<file path="src/rtl/simd_pack_sat.sv">
module simd_pack_sat #(
  parameter int DATA_W    = 64,
  parameter int NUM_SIZES = 3
) (
  input  logic              clk,
  input  logic              rst_n,
  input  logic              in_valid,
  input  logic [DATA_W-1:0] src_a,
  input  logic [DATA_W-1:0] src_b,
  input  logic [1:0]        size_sel,
  input  logic              sat_signed,
  output logic              out_valid,
  output logic [DATA_W-1:0] result
);

  logic [DATA_W-1:0] cand [NUM_SIZES];

  for (genvar g = 0; g < NUM_SIZES; g++) begin : g_size
    localparam int SW = DATA_W >> (NUM_SIZES - 1 - g);
    localparam int DW = SW / 2;
    localparam int NL = DATA_W / DW;
    localparam int HL = NL / 2;

    for (genvar l = 0; l < NL; l++) begin : g_lane
      localparam int J = l % HL;
      logic [SW-1:0] x;
      logic          sgn, fit_s, fit_u;
      logic [DW-1:0] y_s, y_u;

      if (l < HL) begin : g_lo
        assign x = src_a[J*SW +: SW];
      end else begin : g_hi
        assign x = src_b[J*SW +: SW];
      end

      assign sgn   = x[SW-1];
      assign fit_s = (x[SW-1:DW-1] == {(SW-DW+1){sgn}});
      assign fit_u = ~|x[SW-1:DW];
      assign y_s   = fit_s ? x[DW-1:0] : (sgn ? {1'b1, {(DW-1){1'b0}}} : {1'b0, {(DW-1){1'b1}}});
      assign y_u   = sgn ? '0 : (fit_u ? x[DW-1:0] : '1);
      assign cand[g][l*DW +: DW] = sat_signed ? y_s : y_u;
    end
  end

  logic [DATA_W-1:0] packed_w;
  always_comb begin
    if (int'(size_sel) >= NUM_SIZES) packed_w = cand[NUM_SIZES-1];
    else                             packed_w = cand[size_sel];
  end

  always_ff @(posedge clk or negedge rst_n) begin
    if (!rst_n) begin
      out_valid <= 1'b0;
      result    <= '0;
    end else begin
      out_valid <= in_valid;
      if (in_valid) result <= packed_w;
    end
  end

endmodule


</file>
<file path="config.mk">
export PLATFORM = sky130hd
export DESIGN_NAME = simd_pack_sat
export DESIGN_NICKNAME = d
export VERILOG_FILES = /design/src/rtl/simd_pack_sat.sv
export SDC_FILE = /design/constraint.sdc
export NUM_CORES = 1
export LEC_CHECK = 0
export ABC_AREA = 1
export BUFFER_PORTS_ARGS = -buffer_cell sky130_fd_sc_hd__buf_2
export CELL_PAD_IN_SITES_DETAIL_PLACEMENT = 1
export CELL_PAD_IN_SITES_GLOBAL_PLACEMENT = 2
export CORE_MARGIN = 2
export CORE_UTILIZATION = 30
export CTS_BUF_LIST = sky130_fd_sc_hd__clkbuf_4 sky130_fd_sc_hd__clkbuf_8
export DETAILED_ROUTE_END_ITERATION = 10
export GPL_ROUTABILITY_DRIVEN = 0
export PLACE_DENSITY_LB_ADDON = 0.15
export SKIP_LAST_GASP = 1
export SYNTH_ARGS = -nofsm -noshare
export SYNTH_HDL_FRONTEND = slang
export SYNTH_SLANG_ARGS = --single-unit
</file>
<file path="constraint.sdc">
create_clock -name clk -period 2.1 [get_ports clk]
set_clock_uncertainty 0.2 [all_clocks]
set_input_delay 0.42 -clock clk [delete_from_list [all_inputs] [get_ports clk]]
set_output_delay 0.42 -clock clk [all_outputs]
set_load 0.005 [all_outputs]
</file>
After elaboration in Yosys (flattened, before gate mapping)

Index checks and enable logic that the tools add are counted.

Register bits: 65
Latch bits: 0
RAM bits: 0
ROM bits: 0
Bits of input ports: 134
Output and inout port bits: 65
Memories: 0

$add $sub $neg: 0
Multipliers: 0
Divide/modulo/power cells: 0
Order comparisons: 2
Equality and inequality tests: 14
Shifts and indexed selects: 0
Muxes and demuxes: 74
Bitwise logic cells: 1
Reduce and logical (&&, ||, !) cells: 14

Operator list:

| operator                                                  | number |
|---|---|
| two-way mux 16 bit                                        | 20 |
| two-way mux 32 bit                                        | 10 |
| two-way mux 8 bit                                         | 40 |
| two-way mux 64 bit                                        | 3 |
| binary-select mux 64 bit (select 2 bit)                   | 1 |
| == test 16 bit                                            | 4 |
| == test 32 bit                                            | 2 |
| == test 8 bit                                             | 8 |
| OR reduction 16 bit                                       | 4 |
| OR reduction 32 bit                                       | 2 |
| OR reduction 8 bit                                        | 8 |
| greater-or-equal comparator 3 bit (second input constant) | 1 |
| inverter 2 -> 3 bit                                       | 1 |
| greater-or-equal comparator 2 bit (second input constant) | 1 |

Depth between registers and ports, before layout

Gate-level depths: netlist of the first run.

Depth in word-level cells: 8
Mapped depth: 19
Mapped depth without buffers: 15

Worst setup path after synthesis of the first run

No wires, ideal clock.

Kind: input to register
From: input src_a[31]
To: register result[5]
Setup time: 0.116 ns
Data arrival time: 2.704 ns
Required time: 1.784 ns
Setup slack: -0.920 ns
Stages on the path: 19
Cell sequence: buf_4 -> inv_2 -> clkbuf_1 -> clkbuf_1 -> ha_1 -> o21bai_1 -> nor2_4 -> nand2_2 -> nor2_4 -> nand2_2 -> nand2_4 -> buf_6 -> nand2_1 -> nand2_1 -> nand2_1 -> nand2_1 -> nand2_1 -> nand2_1 -> nand2_1

Cells in the longest elaborated chain, start to end: 8
Elaborated cells on any way between the ends: 14

RTL lines:

| item                                                   | line | source |
|---|---|---|
| start, declared                                        | 8    | `input logic [DATA_W-1:0] src_a,` |
| OR reduction 16 bit                                    | 38   | `assign fit_u = ~\|x[SW-1:DW];` |
| two-way mux 16 bit (2 in series)                       | 40   | `assign y_u = sgn ? '0 : (fit_u ? x[DW-1:0] : '1);` |
| two-way mux 16 bit                                     | 41   | `assign cand[g][l*DW +: DW] = sat_signed ? y_s : y_u;` |
| binary-select mux 64 bit (select 2 bit)                | 48   | `else packed_w = cand[size_sel];` |
| two-way mux 64 bit (not written as such) (2 in series) | 48   |  |
| two-way mux 64 bit (*)                                 | 47   | `if (int'(size_sel) >= NUM_SIZES) packed_w = cand[NUM_SIZES-1];` |
| end signal, assigned                                   | 57   | `if (in_valid) result <= packed_w;` |
| end, declared                                          | 13   | `output logic [DATA_W-1:0] result` |

Mark *: on every way between the ends. The rest lies on a longest branch, timed or not. The select of a mux whose other input is x is not followed.
A chain may end at the register's enable or synchronous reset.

Worst setup path after layout of the first run

From: input src_b[47]
To: register result[40]

Cells in the longest elaborated chain, start to end: 8
Elaborated cells on any way between the ends: 10

RTL lines:

| item                                                   | line | source |
|---|---|---|
| start, declared                                        | 9    | `input logic [DATA_W-1:0] src_b,` |
| OR reduction 32 bit                                    | 38   |  |
| two-way mux 32 bit (2 in series)                       | 40   |  |
| two-way mux 32 bit (*)                                 | 41   |  |
| binary-select mux 64 bit (select 2 bit)                | 48   |  |
| two-way mux 64 bit (not written as such) (2 in series) | 48   |  |
| two-way mux 64 bit (*)                                 | 47   |  |

Marked as above.

==> flow_metrics.py, run 1 <==
metrics = {
    "global_routing": {
        "grt_pass1_vias": 14900,
        "grt-ovfl-total": 0,
        "grt_max_degree": 53,
        "antenna_found_initial": 3,
        "grtUsageTotal": 0.282,
        "grt_pass1_wl_mm": 80.6,
    },
    "routing": {
        "route.top_layer_used": "met5",
        "drc": 0,
        "dr_wl_met3_mm": 2.33,
        "wl_mm": 51.9,
        "wl_met1_mm": 23.6,
        "drtAntennaViolNets": 0,
        "dr.pass1.iters": 5,
        "dr_total_vias": 15000,
        "viasPerCell": 5.35,
        "dr_wl_met2_mm": 24.4,
        "routedWlPerCell_um": 18.5,
        "drt_iter0_drc": 984,
    },
    "placement": {
        "io_buffers": 198,
        "dpl.hpwl_mm": 37.2,
        "place_ws_ns": -0.452,
    },
    "cts": {
        "cts_tree": "yes",
        "cts-root-buf": "clkbuf_8",
        "clk_path_buf_depth": 2,
        "cts.sinks": 65,
        "cts_buffers": 9,
        "clk_pin_slew_ns": 0.09,
        "cts_max_level": 3,
        "insertion_delay_ns": 0.39,
    },
    "finish": {
        "area.growth.synth_to_final_pct": 38.0,
        "final_layout_size_suffix_gt1_frac": 0.237,
        "layout.nets": 2486,
        "fill_cells": 4769,
    },
    "floorplan": {
        "die_x_um": 189,
        "io_pins": 199,
        "initial_core_util": 0.305,
        "core-area_um2": 33500,
        "rows": 67,
        "die-area_um2": 35600,
        "die_y_um": 189,
    },
    "timing": {
        "tns_ns": 0,
        "tightest_slew_ns": 0.477,
        "max_freq_mhz": 486,
        "slew_headroom": 0.682,
        "period_share": 0.979,
        "hold_viol_final": 0,
        "setup_viol": 0,
        "maxSlewViolCount": 0,
        "finalWorstSetupSlack_ns": 0.0439,
        "rsz0062_at_grt": "true",
        "period_minus_slack_ns": 2.06,
    },
    "logic_synthesis": {
        "synth.avg_cell_area_um2": 5.10,
        "netlist_area_um2": 10200,
        "synthCells": 2006,
        "yosysUniqueCellTypes": 36,
        "yosysTopAreaCell": "nand2_1",
        "synthesis.nets": 2148,
        "ys_seq_area_frac": 0.159,
        "synthTopCellsByArea": "nand2_1, dfrtp_1, nand3_1, a21oi_1, o21ai_0",
        "ys_ff_latch": 65,
        "yosys.area.top_type_share": 0.340,
        "yosys_warnings": 0,
    },
    "critical_path": {
        "crit_path_max_fanout": 16,
        "crit_arrival_ns": 2.15,
        "worstSetupPathType": "input port to flip-flop",
        "start_kind": "input port",
        "setup.worst_path.end_class": "flip-flop",
        "worst_ep_required_time_ns": 2.19,
    },
    "hold_path": {
        "hold_class": "input port to flip-flop",
    },
    "run": {
        "drv_cap": 0,
    },
    "run_status": {
        "status": "finished clean",
    },
    "power": {
        "p_per_area_nw_per_um2": 349,
        "leakagePower_nw": 7.34,
        "ir_drop_v": 0.000306,
    },
}
==> final timing paths <==
kind,depth (start not counted),from,endpoint,slack (ns)
worst max-delay path,13,src_b[47],result[40],0.04
worst min-delay path,2,in_valid,out_valid,0.19
worst max register to register,2,result[31],result[31],1.20
worst min register to register,2,result[44],result[44],0.28
max in group asynchronous,3,rst_n,result[13],0.83
min in group asynchronous,2,rst_n,result[40],0.30
==> routing by layer <==
metal | GRT usage | up-vias
met5 | 0 | -
met4 | 0.0886 | 4
met3 | 0.0324 | 86
met2 | 0.476 | 410
met1 | 0.374 | 7289
li1 | - | 7169
==> timing repair <==
action | CTS | global route
endpoints found under the hold margin | 22 | 0
endpoints found under the setup margin | 3 | 49
hold buffers | 1 | 0
setup buffers | 0 | 2
cloned | 0 | 9
resized for setup | 2 | 53
pin swaps | 0 | 20
==> worst max-delay path, stage by stage <==
cell     delay, ns
buf_2         0.10
inv_1         0.07
ha_1          0.14
nand2_1       0.10
nor3_4        0.19
nand3_2       0.14
nor2_4        0.25
buf_12        0.20
nand3_1       0.09
a21oi_1       0.16
a21oi_1       0.09
nand2_1       0.11
nand2_1       0.06
==> power by group <==
group / switching [mW] / total (mW) / leakage (nW) / internal, mW
combinational: 1.38 / 2.29 / 6.46 / 0.913
clock: 0.658 / 1.11 / 0.0956 / 0.454
sequential: 0.121 / 1.52 / 0.791 / 1.40
==> final cells by class <==
cell class	instances	area, um^2	share of cell area
Timing Repair Buffer	458	3510	0.249
Sequential cell	65	1630	0.115
Inverter	109	449	0.0318
Antenna cell	1	2.50	0.000177
Clock inverter	6	33.8	0.00239
Multi-Input combinational cell	1701	7790	0.552
Clock buffer	10	138	0.00976
Tap cell	448	561	0.0397
==> state kept, by name (all words and copies together) (netlist names) <==
signal,flops
out_valid,1
result,64
==> stage by stage <==
step | cells | area (um^2) | power, mW | utilization | hold slack (ns)
3_5_place_dp | 2769 | 13500 | 3.78 | 0.403 | 0.180
5_1_grt | 2797 | 14100 | 5.27 | 0.421 | 0.181
4_1_cts | 2786 | 13700 | 4.91 | 0.409 | 0.173
3_3_place_gp | 2769 | 13500 | 3.72 | 0.403 | 0.180
2_1_floorplan | 2006 | 10500 | 2.61 | - | -0.0756
6_report | 2798 | 14100 | 4.93 | 0.421 | 0.194
==> cells in the final DEF, fill, tap and decap left out, types with 3 or more instances in the layout <==
cell type,n
buf_12,30
ha_1,5
clkbuf_16,7
buf_6,11
o21ai_0,96
o21ai_2,4
inv_2,12
nand2_2,17
buf_4,213
nand2_1,913
nand2_4,6
a21oi_1,177
ha_4,3
nor3_1,12
a21oi_2,3
nand3_2,4
nand3_1,293
clkinv_2,5
nand3b_1,13
o21ai_1,7
inv_1,91
xnor2_1,12
buf_2,194
clkbuf_8,10
nor2_2,10
inv_4,3
nand4_1,23
nor2_1,76
dfrtp_1,65
nor2_4,9
==> cell usage after synthesis <==
library cell / instances
a21oi_1: 180
a31oi_1: 1
buf_1: 3
buf_2: 27
buf_4: 19
buf_6: 6
clkbuf_1: 78
clkinv_1: 1
clkinv_2: 1
dfrtp_1: 65
ha_1: 8
inv_1: 100
inv_2: 7
nand2_1: 926
nand2_2: 8
nand2_4: 2
nand3_1: 297
nand3_4: 1
nand3b_1: 13
nand4_1: 23
nor2_1: 86
nor2_2: 3
nor2_4: 6
nor2_8: 1
nor3_1: 14
nor3b_1: 1
o2111ai_1: 1
o211ai_1: 2
o21ai_0: 97
o21ai_1: 7
o21ai_2: 4
o21bai_1: 2
o31ai_1: 2
or2_0: 1
or2_1: 1
xnor2_1: 12
==> kinds of logic after synthesis <==
logic type,after synthesis,share of synthesized area
AOI/OAI and AO/OA,296,0.148
xor gates and xnor gates,12,0.0103
adders and majority gates,8,0.00979
buffers and inverters,242,0.104
DFF,65,0.159
and+or+nand+nor,1383,0.569
No activity file was read; power rests on OpenSTA's default activity.
==> run 2: changes to the inputs <==
--- a/config.mk
+++ b/config.mk
@@ -11,11 +11,11 @@
 export CELL_PAD_IN_SITES_GLOBAL_PLACEMENT = 2
 export CORE_MARGIN = 2
 export CORE_UTILIZATION = 30
-export CTS_BUF_LIST = sky130_fd_sc_hd__clkbuf_4 sky130_fd_sc_hd__clkbuf_8
 export DETAILED_ROUTE_END_ITERATION = 10
 export GPL_ROUTABILITY_DRIVEN = 0
 export PLACE_DENSITY_LB_ADDON = 0.15
 export SKIP_LAST_GASP = 1
+export SLEW_MARGIN = 20
 export SYNTH_ARGS = -nofsm -noshare
 export SYNTH_HDL_FRONTEND = slang
 export SYNTH_SLANG_ARGS = --single-unit
==> flow_metrics.py, run 2 (synthesis results as in run 1) <==
metrics = {
    "global_routing": {
        "busiest_layer": "met2",
        "antenna_found_initial": 3,
        "grtUsageMet1": 0.376,
        "grtUsageMet3": 0.0328,
        "grt_pass1_wl_mm": 81.4,
        "grtUsageTotal": 0.284,
        "grt_pass1_vias": 15000,
        "grt_max_degree": 53,
        "use_met2": 0.483,
        "grt-ovfl-total": 0,
    },
    "routing": {
        "drc": 0,
        "dr_total_vias": 15400,
        "wl_mm": 55.3,
        "dr.pass1.iters": 5,
        "drtAntennaViolNets": 0,
        "viasPerCell": 5.45,
        "routedWlPerCell_um": 19.6,
        "drt_iter0_drc": 1257,
    },
    "critical_path": {
        "critPathSlowestCell": "nor2_4",
        "start_kind": "input port",
        "path_delay_family": "simple AND/OR/NAND/NOR gates",
        "setup.worst_path.end_class": "flip-flop",
        "worst_ep_required_time_ns": 2.15,
        "worst-path-buf-inv": 2,
        "worstSetupPathType": "input port to flip-flop",
        "crit_arrival_ns": 2.14,
        "max_stage_delay_ns": 0.23,
        "crit_path_frequent_cell": "nand2_1",
        "crit_path_max_fanout": 8,
        "crit_chain": "buf_4 -> inv_4 -> ha_4 -> o21bai_4 -> nor2_4 -> nand2_2 -> nor2_4 -> nand2_4 -> nand2_8 -> nand2_1 -> nand2_1 -> nand2_1 -> nand2_1 -> nand2_1 -> nand2_2 -> nand2_1",
    },
    "finish": {
        "fin_area_um2": 15000,
        "layout.nets": 2510,
        "final_layout_size_suffix_gt1_frac": 0.276,
        "final_util": 0.446,
        "multi_input_area_um2": 8060,
        "regMostFlops": "result",
        "layout_commonest_cell": "nand2_1",
        "seqCellArea_um2": 1630,
        "final_cell_mix": "nand2_1, nand3_1, buf_4",
        "reg.largest.list": "result (64), out_valid (1)",
        "area.growth.synth_to_final_pct": 46.4,
        "fin_cells": 2822,
        "fill_cells": 4701,
        "largest_reg_flops": 64,
    },
    "timing": {
        "period_minus_slack_ns": 2.09,
        "finalWorstSetupSlack_ns": 0.00829,
        "period_share": 0.996,
        "tightest_slew_ns": 0.468,
        "slew_headroom": 0.686,
        "hold_viol_final": 0,
        "max_freq_mhz": 478,
        "rsz0062_at_grt": "true",
        "tns_ns": 0,
        "maxSlewViolCount": 0,
        "hold_slack_ns": 0.230,
        "setup_viol": 0,
    },
    "run": {
        "drv_cap": 0,
    },
    "floorplan": {
        "die_x_um": 189,
        "initial_core_util": 0.305,
        "rows": 67,
        "core-area_um2": 33500,
        "die-area_um2": 35600,
        "io_pins": 199,
        "die_y_um": 189,
    },
    "cts": {
        "cts_buffers": 9,
        "clk_path_buf_depth": 2,
        "insertion_delay_ns": 0.36,
        "cts_max_level": 3,
        "clk_pin_slew_ns": 0.06,
        "cts-root-buf": "clkbuf_16",
        "cts.sinks": 65,
        "cts_tree": "yes",
    },
    "placement": {
        "place_inst": 2769,
        "place_area_um2": 13500,
        "io_buffers": 198,
        "place_ws_ns": -0.452,
        "dpl.hpwl_mm": 37.2,
    },
    "hold_path": {
        "hold_class": "input port to flip-flop",
    },
    "power": {
        "p_per_area_nw_per_um2": 366,
        "clock_power_share": 0.283,
        "p_switching_mw": 2.28,
        "p_seq_frac": 0.279,
        "internal-power_mw": 3.19,
        "finalPower_mw": 5.47,
        "ir_drop_v": 0.000369,
        "leakagePower_nw": 7.63,
        "swShare": 0.417,
        "p_comb_frac": 0.438,
    },
    "run_status": {
        "status": "finished clean",
    },
}
[run 2: changes by cell type in the layout (fill, tap and decap cells not counted), sizes merged]
cell / delta
clkinvlp: +1
buf: +17
clkbuf: +7
inv: -1
[run 2: timing repair]
action                                  in CTS  in global routing
endpoints found under the hold margin       22                  0
gates resized for setup                      8                156
endpoints found under the setup margin      22                 58
setup buffers                                0                 13
gates cloned                                 2                 20
pin swaps                                    4                 72
hold buffers                                 1                  0
[run 2: path summary, 6_finish.rpt]
kind | from | end | slack, ns | depth (start not counted)
setup reg to reg | result[31] | result[31] | 1.20 | 2
min in group asynchronous | rst_n | result[45] | 0.34 | 2
max in group asynchronous | rst_n | result[13] | 0.80 | 3
setup / recovery | src_b[30] | result[40] | 0.008 | 16
hold / removal | in_valid | out_valid | 0.23 | 2
hold reg to reg | result[44] | result[44] | 0.27 | 2
[run 2: worst reg2reg max path, delay by kind of cell, from the launching register on]
kind | cells | cell delay [ns]
flops | 1 | 0.44
simple gates | 2 | 0.15
[run 2: layout make-up]
class	count	share of cell area
Inverter	109	0.0308
Clock inverter	6	0.00226
Multi-Input combinational cell	1701	0.538
Antenna cell	1	0.000167
Clock buffer	10	0.0160
Sequential cell	65	0.109
Timing Repair Buffer	482	0.266
Tap cell	448	0.0374
[run 2: per-layer routing]
layer  vias to the layer above  part of all wire  wire length [um]
met2                       526              0.47             26100
met4                         4             0.033              1800
li1                       7226                 -                 -
met5                         -           0.00043                24
met3                       127             0.056              3100
met1                      7508              0.44             24200
[run 2: power groups by stage]
stage          clock (mW)  sequential, mW  combinational, mW
2_1_floorplan           0            1.52               1.09
3_3_place_gp            0            1.54               2.18
3_5_place_dp            0            1.54               2.23
4_1_cts              1.56            1.53               2.27
5_1_grt              1.60            1.54               2.65
6_report             1.55            1.53               2.40
